<file path="src/rtl/gptw_pkg.sv">
package gptw_pkg;

    localparam int PA_W            = 48;
    localparam int DESC_W          = 64;
    localparam int VA_IN_W         = 64;
    localparam int PAGE_SHIFT      = 14;
    localparam int NUM_LVL         = 4;
    localparam int LVL_W           = $clog2(NUM_LVL);
    localparam int DESC_BYTES_LOG2 = 3;

    // bit position of each level's index field in the virtual address
    function automatic int lvl_shift(input int lvl);
        case (lvl)
            0:       return 39;
            1:       return 36;
            2:       return 25;
            default: return 14;
        endcase
    endfunction

    // index width of each level (entries = 2**width)
    function automatic int lvl_bits(input int lvl);
        case (lvl)
            0:       return 1;
            1:       return 3;
            default: return 11;
        endcase
    endfunction

    localparam int VA_IMPL_W = lvl_shift(0) + lvl_bits(0);

    typedef logic [PA_W-1:0] paddr_t;

    typedef enum logic [1:0] {
        ST_IDLE,
        ST_ISSUE,
        ST_WAIT,
        ST_RESP
    } walk_state_e;

    typedef struct packed {
        logic [LVL_W-1:0]     level;
        paddr_t               base;
        logic [VA_IMPL_W-1:0] va;
    } walk_ctx_t;

    typedef struct packed {
        logic   valid;
        paddr_t next_base;
    } desc_info_t;

endpackage

</file>
<file path="src/rtl/gptw_index.sv">
module gptw_index
    import gptw_pkg::*;
#(
    parameter int     CTX_W       = 6,
    parameter paddr_t REGION_BASE = 48'h0000_0010_0000
) (
    input  logic [LVL_W-1:0]                level,
    input  logic [CTX_W-1:0]                ctx,
    input  logic [VA_IMPL_W-1:PAGE_SHIFT]   va_idx,
    input  paddr_t                          table_base,
    output paddr_t                          entry_addr
);
    // each context owns one root slot of 2**lvl_bits(0) descriptors
    localparam int ROOT_SLOT_LOG2 = lvl_bits(0) + DESC_BYTES_LOG2;

    paddr_t idx_off [NUM_LVL];
    paddr_t root_base;

    for (genvar l = 0; l < NUM_LVL; l++) begin : g_lvl
        localparam int SH = lvl_shift(l);
        localparam int BW = lvl_bits(l);
        assign idx_off[l] = paddr_t'(va_idx[SH +: BW]) << DESC_BYTES_LOG2;
    end

    assign root_base = REGION_BASE + (paddr_t'(ctx) << ROOT_SLOT_LOG2);

    always_comb begin
        entry_addr = ((level == '0) ? root_base : table_base) + idx_off[level];
    end

endmodule

</file>
<file path="src/rtl/gptw_desc_decode.sv">
module gptw_desc_decode
    import gptw_pkg::*;
(
    input  logic [LVL_W-1:0] level,
    input  logic [PA_W-1:0]  desc,
    output desc_info_t       info
);
    always_comb begin
        if (level == '0) begin
            // root layout: tag above PA_W, base stored pre-shifted by one
            info.valid     = desc[0];
            info.next_base = {desc[PA_W-1:1], 1'b0};
        end else begin
            info.valid     = desc[1] & desc[0];
            info.next_base = {desc[PA_W-1:PAGE_SHIFT], {PAGE_SHIFT{1'b0}}};
        end
    end

endmodule

</file>
<file path="src/rtl/gpu_table_walker.sv">
module gpu_table_walker
    import gptw_pkg::*;
#(
    parameter int     CTX_W       = 6,
    parameter paddr_t REGION_BASE = 48'h0000_0010_0000
) (
    input  logic                 clk,
    input  logic                 rst,
    input  logic                 req_valid,
    output logic                 req_ready,
    input  logic [CTX_W-1:0]     req_ctx,
    input  logic [VA_IN_W-1:0]   req_va,
    output logic                 mem_req,
    input  logic                 mem_ready,
    output logic [PA_W-1:0]      mem_addr,
    input  logic                 mem_rvalid,
    input  logic [DESC_W-1:0]    mem_rdata,
    output logic                 rsp_valid,
    output logic [PA_W-1:0]      rsp_pa,
    output logic [DESC_W-1:0]    rsp_desc,
    output logic                 rsp_fault,
    output logic [LVL_W-1:0]     rsp_level
);
    localparam int NUM_CTX  = 1 << CTX_W;
    localparam logic [LVL_W-1:0] LEAF_LVL = LVL_W'(NUM_LVL - 1);

    walk_state_e          state;
    walk_ctx_t            cur;
    logic [CTX_W-1:0]     cur_ctx;
    paddr_t               entry_addr;
    desc_info_t           info;
    logic                 va_high_unused;

    assign va_high_unused = ^req_va[VA_IN_W-1:VA_IMPL_W];

    gptw_index #(
        .CTX_W       (CTX_W),
        .REGION_BASE (REGION_BASE)
    ) u_index (
        .level      (cur.level),
        .ctx        (cur_ctx),
        .va_idx     (cur.va[VA_IMPL_W-1:PAGE_SHIFT]),
        .table_base (cur.base),
        .entry_addr (entry_addr)
    );

    gptw_desc_decode u_decode (
        .level (cur.level),
        .desc  (mem_rdata[PA_W-1:0]),
        .info  (info)
    );

    assign req_ready = (state == ST_IDLE);
    assign mem_req   = (state == ST_ISSUE);
    assign mem_addr  = entry_addr;
    assign rsp_valid = (state == ST_RESP);

    always_ff @(posedge clk) begin
        if (rst) begin
            state     <= ST_IDLE;
            cur       <= '0;
            cur_ctx   <= '0;
            rsp_pa    <= '0;
            rsp_desc  <= '0;
            rsp_fault <= 1'b0;
            rsp_level <= '0;
        end else begin
            case (state)
                ST_IDLE: begin
                    if (req_valid) begin
                        cur.va    <= req_va[VA_IMPL_W-1:0];
                        cur.level <= '0;
                        cur.base  <= '0;
                        cur_ctx   <= req_ctx;
                        state     <= ST_ISSUE;
                    end
                end
                ST_ISSUE: begin
                    if (mem_ready) state <= ST_WAIT;
                end
                ST_WAIT: begin
                    if (mem_rvalid) begin
                        if (!info.valid) begin
                            rsp_desc  <= mem_rdata;
                            rsp_level <= cur.level;
                            rsp_fault <= 1'b1;
                            rsp_pa    <= '0;
                            state     <= ST_RESP;
                        end else if (cur.level == LEAF_LVL) begin
                            rsp_desc  <= mem_rdata;
                            rsp_level <= cur.level;
                            rsp_fault <= 1'b0;
                            rsp_pa    <= info.next_base | paddr_t'(cur.va[PAGE_SHIFT-1:0]);
                            state     <= ST_RESP;
                        end else begin
                            cur.level <= cur.level + 1'b1;
                            cur.base  <= info.next_base;
                            state     <= ST_ISSUE;
                        end
                    end
                end
                default: state <= ST_IDLE;
            endcase
        end
    end

    initial begin
        if (NUM_CTX < 1) $error("context count must be positive");
    end

    AST_BUSY_AFTER_ACCEPT: assert property (@(posedge clk) disable iff (rst)
        req_valid && req_ready |=> !req_ready);
    AST_REQ_HOLD: assert property (@(posedge clk) disable iff (rst)
        mem_req && !mem_ready |=> mem_req && $stable(mem_addr));
    AST_NO_REQ_WITH_DATA: assert property (@(posedge clk) disable iff (rst)
        mem_req && mem_ready |=> !mem_req);
    AST_RSP_PULSE: assert property (@(posedge clk) disable iff (rst)
        rsp_valid |=> !rsp_valid);
    AST_FAULT_NO_PA: assert property (@(posedge clk) disable iff (rst)
        rsp_valid && rsp_fault |-> rsp_pa == '0);
    AST_LEAF_LEVEL: assert property (@(posedge clk) disable iff (rst)
        rsp_valid && !rsp_fault |-> rsp_level == LEAF_LVL);

endmodule

</file>
<file path="config.mk">
export PLATFORM = sky130hd
export DESIGN_NAME = gpu_table_walker
export DESIGN_NICKNAME = d
export VERILOG_FILES = /design/src/rtl/gptw_pkg.sv /design/src/rtl/gptw_index.sv /design/src/rtl/gptw_desc_decode.sv /design/src/rtl/gpu_table_walker.sv
export SDC_FILE = /design/constraint.sdc
export NUM_CORES = 1
export LEC_CHECK = 0
export BUFFER_PORTS_ARGS = -buffer_cell sky130_fd_sc_hd__buf_2
export CAP_MARGIN = 20
export CORE_UTILIZATION = 46
export CTS_CLUSTER_SIZE = 10
export DETAILED_ROUTE_END_ITERATION = 6
export PLACE_DENSITY_LB_ADDON = 0.08
export SLEW_MARGIN = 20
export SYNTH_ARGS = -nofsm -noshare
export SYNTH_HDL_FRONTEND = slang
export SYNTH_SLANG_ARGS = --single-unit
export TNS_END_PERCENT = 1
</file>
<file path="constraint.sdc">
create_clock -name clk -period 3.8 [get_ports clk]
set_input_delay 0 -clock clk [delete_from_list [all_inputs] [get_ports clk]]
set_output_delay 0 -clock clk [all_outputs]
set_load 0.02 [all_outputs]
</file>
* Yosys cells after proc, flatten, opt, wreduce, memory -nomap -nowiden *
Cells that the tools add are included.

word-level totals
  bits in registers = 213
  input bits = 139
  output and inout port bits = 166
  word-level logic and storage cells = 57

cells by class
  bitwise logic cells = 3
  muxes and demuxes = 24
  add/subtract/negate cells = 3
  reductions and logical operators = 7
  order comparisons = 1
  eq/ne operators = 10

operator list
  operator                                                                count
  48-bit 2-to-1 mux                                                       5
  50-bit 2-to-1 mux                                                       3
  64-bit 2-to-1 mux                                                       2
  50-bit one-hot mux with 2 select lines                                  1
  48-bit binary-select mux with 2-bit select                              1
  90-bit 2-to-1 mux                                                       1
  49-bit 2-to-1 mux                                                       1
  48-bit adder                                                            1
  48-bit by 14-bit OR with 48-bit output                                  1
  21-bit by 10-bit adder with 22-bit output (first input constant)        1
  2-bit 2-to-1 mux                                                        7
  2-bit != test (second input constant)                                   4
  2-bit equality test (second input constant)                             3
  2-bit one-hot mux with 3 select lines                                   1
  3-bit AND reduction                                                     2
  5-bit AND reduction                                                     1
  2-bit logical NOT                                                       2
  2-bit by 1-bit != test with 1-bit output (second input constant)        2
  3-bit >= comparator (second input constant)                             1
  2-bit inverter with 3-bit output                                        1
  2-bit by 1-bit adder with 2-bit output (second input constant)          1
  2-bit by 1-bit equality test with 1-bit output (second input constant)  1
  1-bit 2-to-1 mux                                                        2
  2-bit AND reduction                                                     1
  2 further kinds                                                         2

* Longest topological paths before layout *
  depth in word-level cells = 6
  gate-level depth with buffers = 16
  depth with buffers taken out = 11

* Cells and area by module *
Synthesis repeated with hierarchy kept, for this count alone.

second synthesis, totals
  cell total of the unflattened synthesis = 1226
  area total of the unflattened synthesis = 10103.4 um2

by module, submodules not included
  module            area an instance (um2)  cells an instance  times used  sequential area each (um2)
  gpu_table_walker  7780.0                  869                1           4264.1
  gptw_index        1938.1                  305                1           0.0
  gptw_desc_decode  385.4                   52                 1           0.0

* Least setup slack after synthesis *
OpenSTA, ideal clock, no wires.

  path type = register -> output
  start point = register, netlist name cur[89]
  end point = output mem_addr[34]
  required time = 3.800 ns
  path buffers = 6
  data arrival time = 4.023 ns
  stages on the path, launching flop included = 16
  path slack = -0.223 ns
  cell sequence = dfxtp_1 inv_1 clkbuf_1 ha_1 buf_2 clkbuf_1 clkbuf_1 mux2_2 ha_1 nand3_1 nor2_1 o211ai_1 a21o_1 buf_6 buf_2 o41ai_1

between the ends
  longest elaborated chain between the ends = 5
  elaborated cells between the ends (all ways) = 7
  classes of those cells = add/sub: 1; mux: 4; bitwise: 1; reduce/logical: 1

ends and longest elaborated chain
  element                                                 line                    RTL
  2-bit inverter with 3-bit output (implied by the code)  gptw_index.sv:28        entry_addr = ((level == '0) ? root_base : table_base) + idx_off[level];
  48-bit binary-select mux with 2-bit select              gptw_index.sv:28
  48-bit 2-to-1 mux (implied by the code) (2 in series)   gptw_index.sv:28
  48-bit adder (*)                                        gptw_index.sv:28
  to (decl)                                               gpu_table_walker.sv:15  output logic [PA_W-1:0] mem_addr,

Every way passes the cells marked *; elsewhere a longest branch is shown, timed or not. The select of a mux whose other input is x is not followed.

* Final worst setup path *
  start point = register, netlist name cur[89]
  end point = output mem_addr[22]

between the ends
  longest elaborated chain between the ends = 5
  elaborated cells between the ends (all ways) = 7
  classes of those cells = add/sub: 1; mux: 4; bitwise: 1; reduce/logical: 1

ends and longest elaborated chain
  element                                                 line
  2-bit inverter with 3-bit output (implied by the code)  gptw_index.sv:28
  48-bit binary-select mux with 2-bit select              gptw_index.sv:28
  48-bit 2-to-1 mux (implied by the code) (2 in series)   gptw_index.sv:28
  48-bit adder (*)                                        gptw_index.sv:28

Marked as above.

==> flow_summary.html <==
<table>
<tr><th>Metric</th><th>Value</th></tr>
<tr><th colspan="2">Cells and area</th></tr>
<tr><td>Fraction of the core area covered by cells at the end of the flow</td><td>65.3%</td></tr>
<tr><td>Layout cell share with drive strength beyond 1</td><td>23.3%</td></tr>
<tr><td>Final net count</td><td>1740</td></tr>
<tr><td>Synthesis-to-layout area growth</td><td>37.2%</td></tr>
<tr><td>Filler Cell Count</td><td>1737</td></tr>
<tr><td>Non-filler instance count after layout</td><td>1854</td></tr>
<tr><td>Diodes inserted</td><td>0</td></tr>
<tr><th colspan="2">Flow run</th></tr>
<tr><td>Number of maximum-capacitance violations</td><td>0</td></tr>
<tr><th colspan="2">Timing</th></tr>
<tr><td>Number of slew-limit violations in the final report</td><td>0</td></tr>
<tr><td>Setup skew after layout</td><td>0.0138 ns</td></tr>
<tr><td>Slew HR</td><td>24.5%</td></tr>
<tr><td>Unrepaired setup endpoints after global routing</td><td>no</td></tr>
<tr><td>Final Hold Violating Endpoints</td><td>0</td></tr>
<tr><td>Final-report setup violation count</td><td>0</td></tr>
<tr><td>Highest Clock Rate</td><td>~280 MHz</td></tr>
<tr><td>Min cycle time layout</td><td>3.63 ns</td></tr>
<tr><td>Slew of the pin with the lowest slew margin</td><td>1.13 ns</td></tr>
<tr><td>Post-Route Setup TNS</td><td>0 ns</td></tr>
<tr><td>Slack of the critical path</td><td>0.172 ns</td></tr>
<tr><td>Tcrit/Tclk final</td><td>a little over nine tenths</td></tr>
<tr><th colspan="2">Synthesis</th></tr>
<tr><td>Leading post-synthesis cells by cell area</td><td>sky130_fd_sc_hd__dfxtp_1 45%, sky130_fd_sc_hd__nand2_1 13%, sky130_fd_sc_hd__a21oi_1 13%</td></tr>
<tr><td>Average size of a mapped cell</td><td>roughly 7.6 sq um</td></tr>
<tr><td>Sequential area share after synthesis</td><td>a little under half</td></tr>
<tr><td>Commonest cells in the netlist</td><td>332 x sky130_fd_sc_hd__nand2_1, 242 x sky130_fd_sc_hd__a21oi_1, 212 x sky130_fd_sc_hd__dfxtp_1</td></tr>
<tr><td>Share of flip-flops with an asynchronous set or reset after synthesis</td><td>0%</td></tr>
<tr><td>Dominant synthesized flop cell</td><td>sky130_fd_sc_hd__dfxtp_1</td></tr>
<tr><td>Cell type contributing the most total cell area after synthesis</td><td>sky130_fd_sc_hd__dfxtp_1</td></tr>
<tr><td>Total of flip-flops plus latches after synthesis</td><td>~210</td></tr>
<tr><td>Total nets after synthesis</td><td>1389</td></tr>
<tr><td>Count of cell types in the netlist</td><td>60</td></tr>
<tr><td>Number of standard cells after synthesis</td><td>1236</td></tr>
<tr><td>Number of warnings printed during yosys synthesis</td><td>0</td></tr>
<tr><td>Synthesized area</td><td>0.00939 sq mm</td></tr>
<tr><td>Most frequent cell after synthesis</td><td>sky130_fd_sc_hd__nand2_1</td></tr>
<tr><td>EDFF count, synth</td><td>0</td></tr>
<tr><td>Area share of the leading cell type in the synthesized netlist</td><td>45.2%</td></tr>
<tr><th colspan="2">Min path</th></tr>
<tr><td>Worst min path class</td><td>primary input to register</td></tr>
<tr><th colspan="2">Routing</th></tr>
<tr><td>Total Routed Length</td><td>30400 um</td></tr>
<tr><td>Total number of vias</td><td>9808</td></tr>
<tr><td>Post-detailed-route DRC marker count</td><td>0</td></tr>
<tr><td>Router iterations before antenna repair</td><td>4</td></tr>
<tr><td>Routed wire length per instance</td><td>16.4 um</td></tr>
<tr><td>Number of nets with antenna violations after routing</td><td>0</td></tr>
<tr><td>Via density per instance</td><td>5.29</td></tr>
<tr><td>First DRT Iteration DRCs</td><td>460</td></tr>
<tr><th colspan="2">Floorplanning</th></tr>
<tr><td>Number of top-level design ports</td><td>305</td></tr>
<tr><td>Area enclosed by the die boundary</td><td>0.0210 sq mm</td></tr>
<tr><td>Number of rows in the core area</td><td>roughly 50</td></tr>
<tr><td>Core region area</td><td>0.0197 sq mm</td></tr>
<tr><td>Starting Density</td><td>about 48%</td></tr>
<tr><td>Floorplan die width</td><td>approximately 140 um</td></tr>
<tr><td>Die height</td><td>~140 um</td></tr>
<tr><th colspan="2">Global routing</th></tr>
<tr><td>Total overflow reported by the global router</td><td>0</td></tr>
<tr><td>Overall Global Routing Usage</td><td>27.3%</td></tr>
<tr><td>Largest net degree at the start of global routing</td><td>147</td></tr>
<tr><td>First-pass GRT wire length</td><td>45200 um</td></tr>
<tr><td>Vias in the first global route</td><td>8925</td></tr>
<tr><td>Number of antenna violations at the first check in global routing</td><td>0</td></tr>
<tr><th colspan="2">Clock tree</th></tr>
<tr><td>Number of buffers added by the clock tree synthesis step</td><td>25</td></tr>
<tr><td># clock sinks</td><td>around 210</td></tr>
<tr><td>Maximum number of buffers from clock root to sink</td><td>3</td></tr>
<tr><td>CTS H-Tree Depth</td><td>1</td></tr>
<tr><td>CTS tree</td><td>yes</td></tr>
<tr><td>Clock Tree Root</td><td>sky130_fd_sc_hd__clkbuf_16</td></tr>
<tr><td>Clock slew seen by the registers of the worst setup and hold paths</td><td>0.05 ns</td></tr>
<tr><td>Worst skew pair latency</td><td>0.50 ns</td></tr>
<tr><th colspan="2">Power and ir drop</th></tr>
<tr><td>Clock network power share</td><td>42.7%</td></tr>
<tr><td>Final Total Pwr</td><td>4.88 mW</td></tr>
<tr><td>Power per unit of standard cell area</td><td>about 380 mW/mm^2</td></tr>
<tr><td>Switching power as a share of total power</td><td>23.7%</td></tr>
<tr><td>Worst IR drop on VDD</td><td>0.281 mV</td></tr>
<tr><td>Combinational fraction of design power</td><td>10.1%</td></tr>
<tr><td>Switching power</td><td>1.16 mW</td></tr>
<tr><td>Cell internal pwr</td><td>~3.7 mW</td></tr>
<tr><td>Pleak</td><td>slightly above 5 nW</td></tr>
<tr><td>Part of the power in registers</td><td>47.2%</td></tr>
<tr><th colspan="2">Critical path</th></tr>
<tr><td>Setup slack on the worst flop-to-flop path</td><td>0.77 ns</td></tr>
<tr><td>Highest cell delay on the worst timing path</td><td>between 0.5 and 0.6 ns</td></tr>
<tr><td>Crit path DAT</td><td>roughly 3.6 ns</td></tr>
<tr><td>Required @ worst endpoint</td><td>3.80 ns</td></tr>
<tr><td>Max FO, Critical Path</td><td>7</td></tr>
<tr><td>Type of the worst setup path</td><td>register to output port</td></tr>
<tr><td>Max stage delay cell, worst path</td><td>sky130_fd_sc_hd__a311oi_2</td></tr>
<tr><td>CP endpoint kind</td><td>output port</td></tr>
<tr><td>Critical-path cell list</td><td>inv_1, ha_4, clkbuf_2, buf_4, nor2b_1, ha_2, nand3_2, o21bai_2, a311oi_2, a21oi_1, nand3_1, mux2_2, buf_2</td></tr>
<tr><td>Startpoint kind of the worst setup timing path</td><td>register</td></tr>
<tr><th colspan="2">Outcome</th></tr>
<tr><td>Status</td><td>finished clean</td></tr>
<tr><th colspan="2">Place</th></tr>
<tr><td>Inst Count DP</td><td>around 1700</td></tr>
<tr><td>HPWL Detailed</td><td>approximately 20000 um</td></tr>
<tr><td>Worst setup timing slack at the placement stage</td><td>0.239 ns</td></tr>
<tr><td>Total of buffers placed on input and output ports</td><td>between 200 and 300</td></tr>
<tr><td>Routability congestion estimate from global placement</td><td>0.861</td></tr>
</table>
==> kinds of logic (layout without fill, tap and decap cells) <==
family / Yosys count / in the layout / synth area share [%]
and+or+nand+nor: 560 / 560 / 25.8
AOI/OAI and AO/OA: 295 / 297 / 17.4
DFF: 212 / 212 / 45.2
buffers and inverters: 107 / 458 / 4.65
xor gates and xnor gates: 24 / 24 / 2.24
muxes: 22 / 22 / 2.60
adders and majority gates: 15 / 15 / 2.05
other: 1 / 1 / 0.0400
==> path summary, 6_finish.rpt <==
check                               start           end  depth (start not counted)
worst min register to register  rsp_pa[1]     rsp_pa[1]                          2
worst min-delay path                  rst  rsp_desc[49]                          2
worst max register to register    cur[89]       cur[53]                         11
worst max-delay path              cur[89]  mem_addr[22]                         13
==> metrics by stage <==
step                      hold slack, ns  cell area [sq um]
after global routing               0.151              12900
after detailed placement           0.245              10900
final                              0.103              12900
after floorplan                    0.136               9390
after global placement             0.240              10900
after CTS                          0.125              12800
==> flip-flops by register name, indices dropped and copies added (netlist names) <==
register,count
rsp_fault,1
cur,89
rsp_pa,48
state,2
cur_ctx,6
rsp_desc,64
rsp_level,2
==> worst max-delay path: cells and delay by family (launching register included) <==
| kind | cells | cell delay [ns] |
|---|---|---|
| flops | 1 | 0.38 |
| compound gates | 3 | 0.84 |
| fa+ha+maj | 2 | 0.55 |
| mux | 1 | 0.34 |
| simple gates | 3 | 0.44 |
| buf+inv | 4 | 0.57 |
==> cell usage in the layout (no fill, tap or decap), drive strengths merged, types with 10 or more instances in the layout <==
| cell type | count |
|---|---|
| nor3 | 16 |
| dlygate4sd3 | 114 |
| xnor2 | 20 |
| mux2i | 12 |
| nand3 | 97 |
| buf | 303 |
| nand2 | 332 |
| nor2b | 17 |
| ha | 13 |
| dfxtp | 212 |
| a21oi | 242 |
| o21ai | 13 |
| nor2 | 60 |
| clkbuf | 29 |
| inv | 10 |
==> final cells by class <==
class / count / area, sq um / share of cell area (%)
timing repair buffer: 418 / 2770 / 21.5
sequential: 212 / 4250 / 33.0
inverter: 11 / 41.3 / 0.321
tap: 265 / 332 / 2.58
clock inverter: 1 / 30.0 / 0.233
multi-input combinational: 919 / 4800 / 37.3
clock buffer: 28 / 647 / 5.02
==> routing by layer <==
| layer | part of all wire (%) | up-vias | global-route usage, % |
|---|---|---|---|
| met4 | 2.9 | 0 | 8.53 |
| met5 | 0 | - | 0 |
| met1 | 40 | 4556 | 33.1 |
| met3 | 5.9 | 60 | 4.71 |
| li1 | - | 4885 | - |
| met2 | 51 | 307 | 48.8 |
==> what timing repair did <==
item / CTS / global route
endpoints found under the hold margin: 199 / 0
buffers inserted: 1 / 6
setup endpoints to repair: 15 / 15
gates resized for setup: 2 / 14
hold buffers: 114 / 0
gates cloned: 0 / 2
pin swaps: 0 / 3
==> power groups by stage <==
stage	Clock (mW)	Combinational, mW	Sequential, mW
after detailed placement	0	0.390	2.35
after CTS	2.13	0.485	2.30
after floorplan	0	0.218	2.35
after global placement	0	0.389	2.35
after global routing	2.22	0.530	2.31
final	2.09	0.492	2.30
Note: power is estimated with default switching activity, not from simulation.
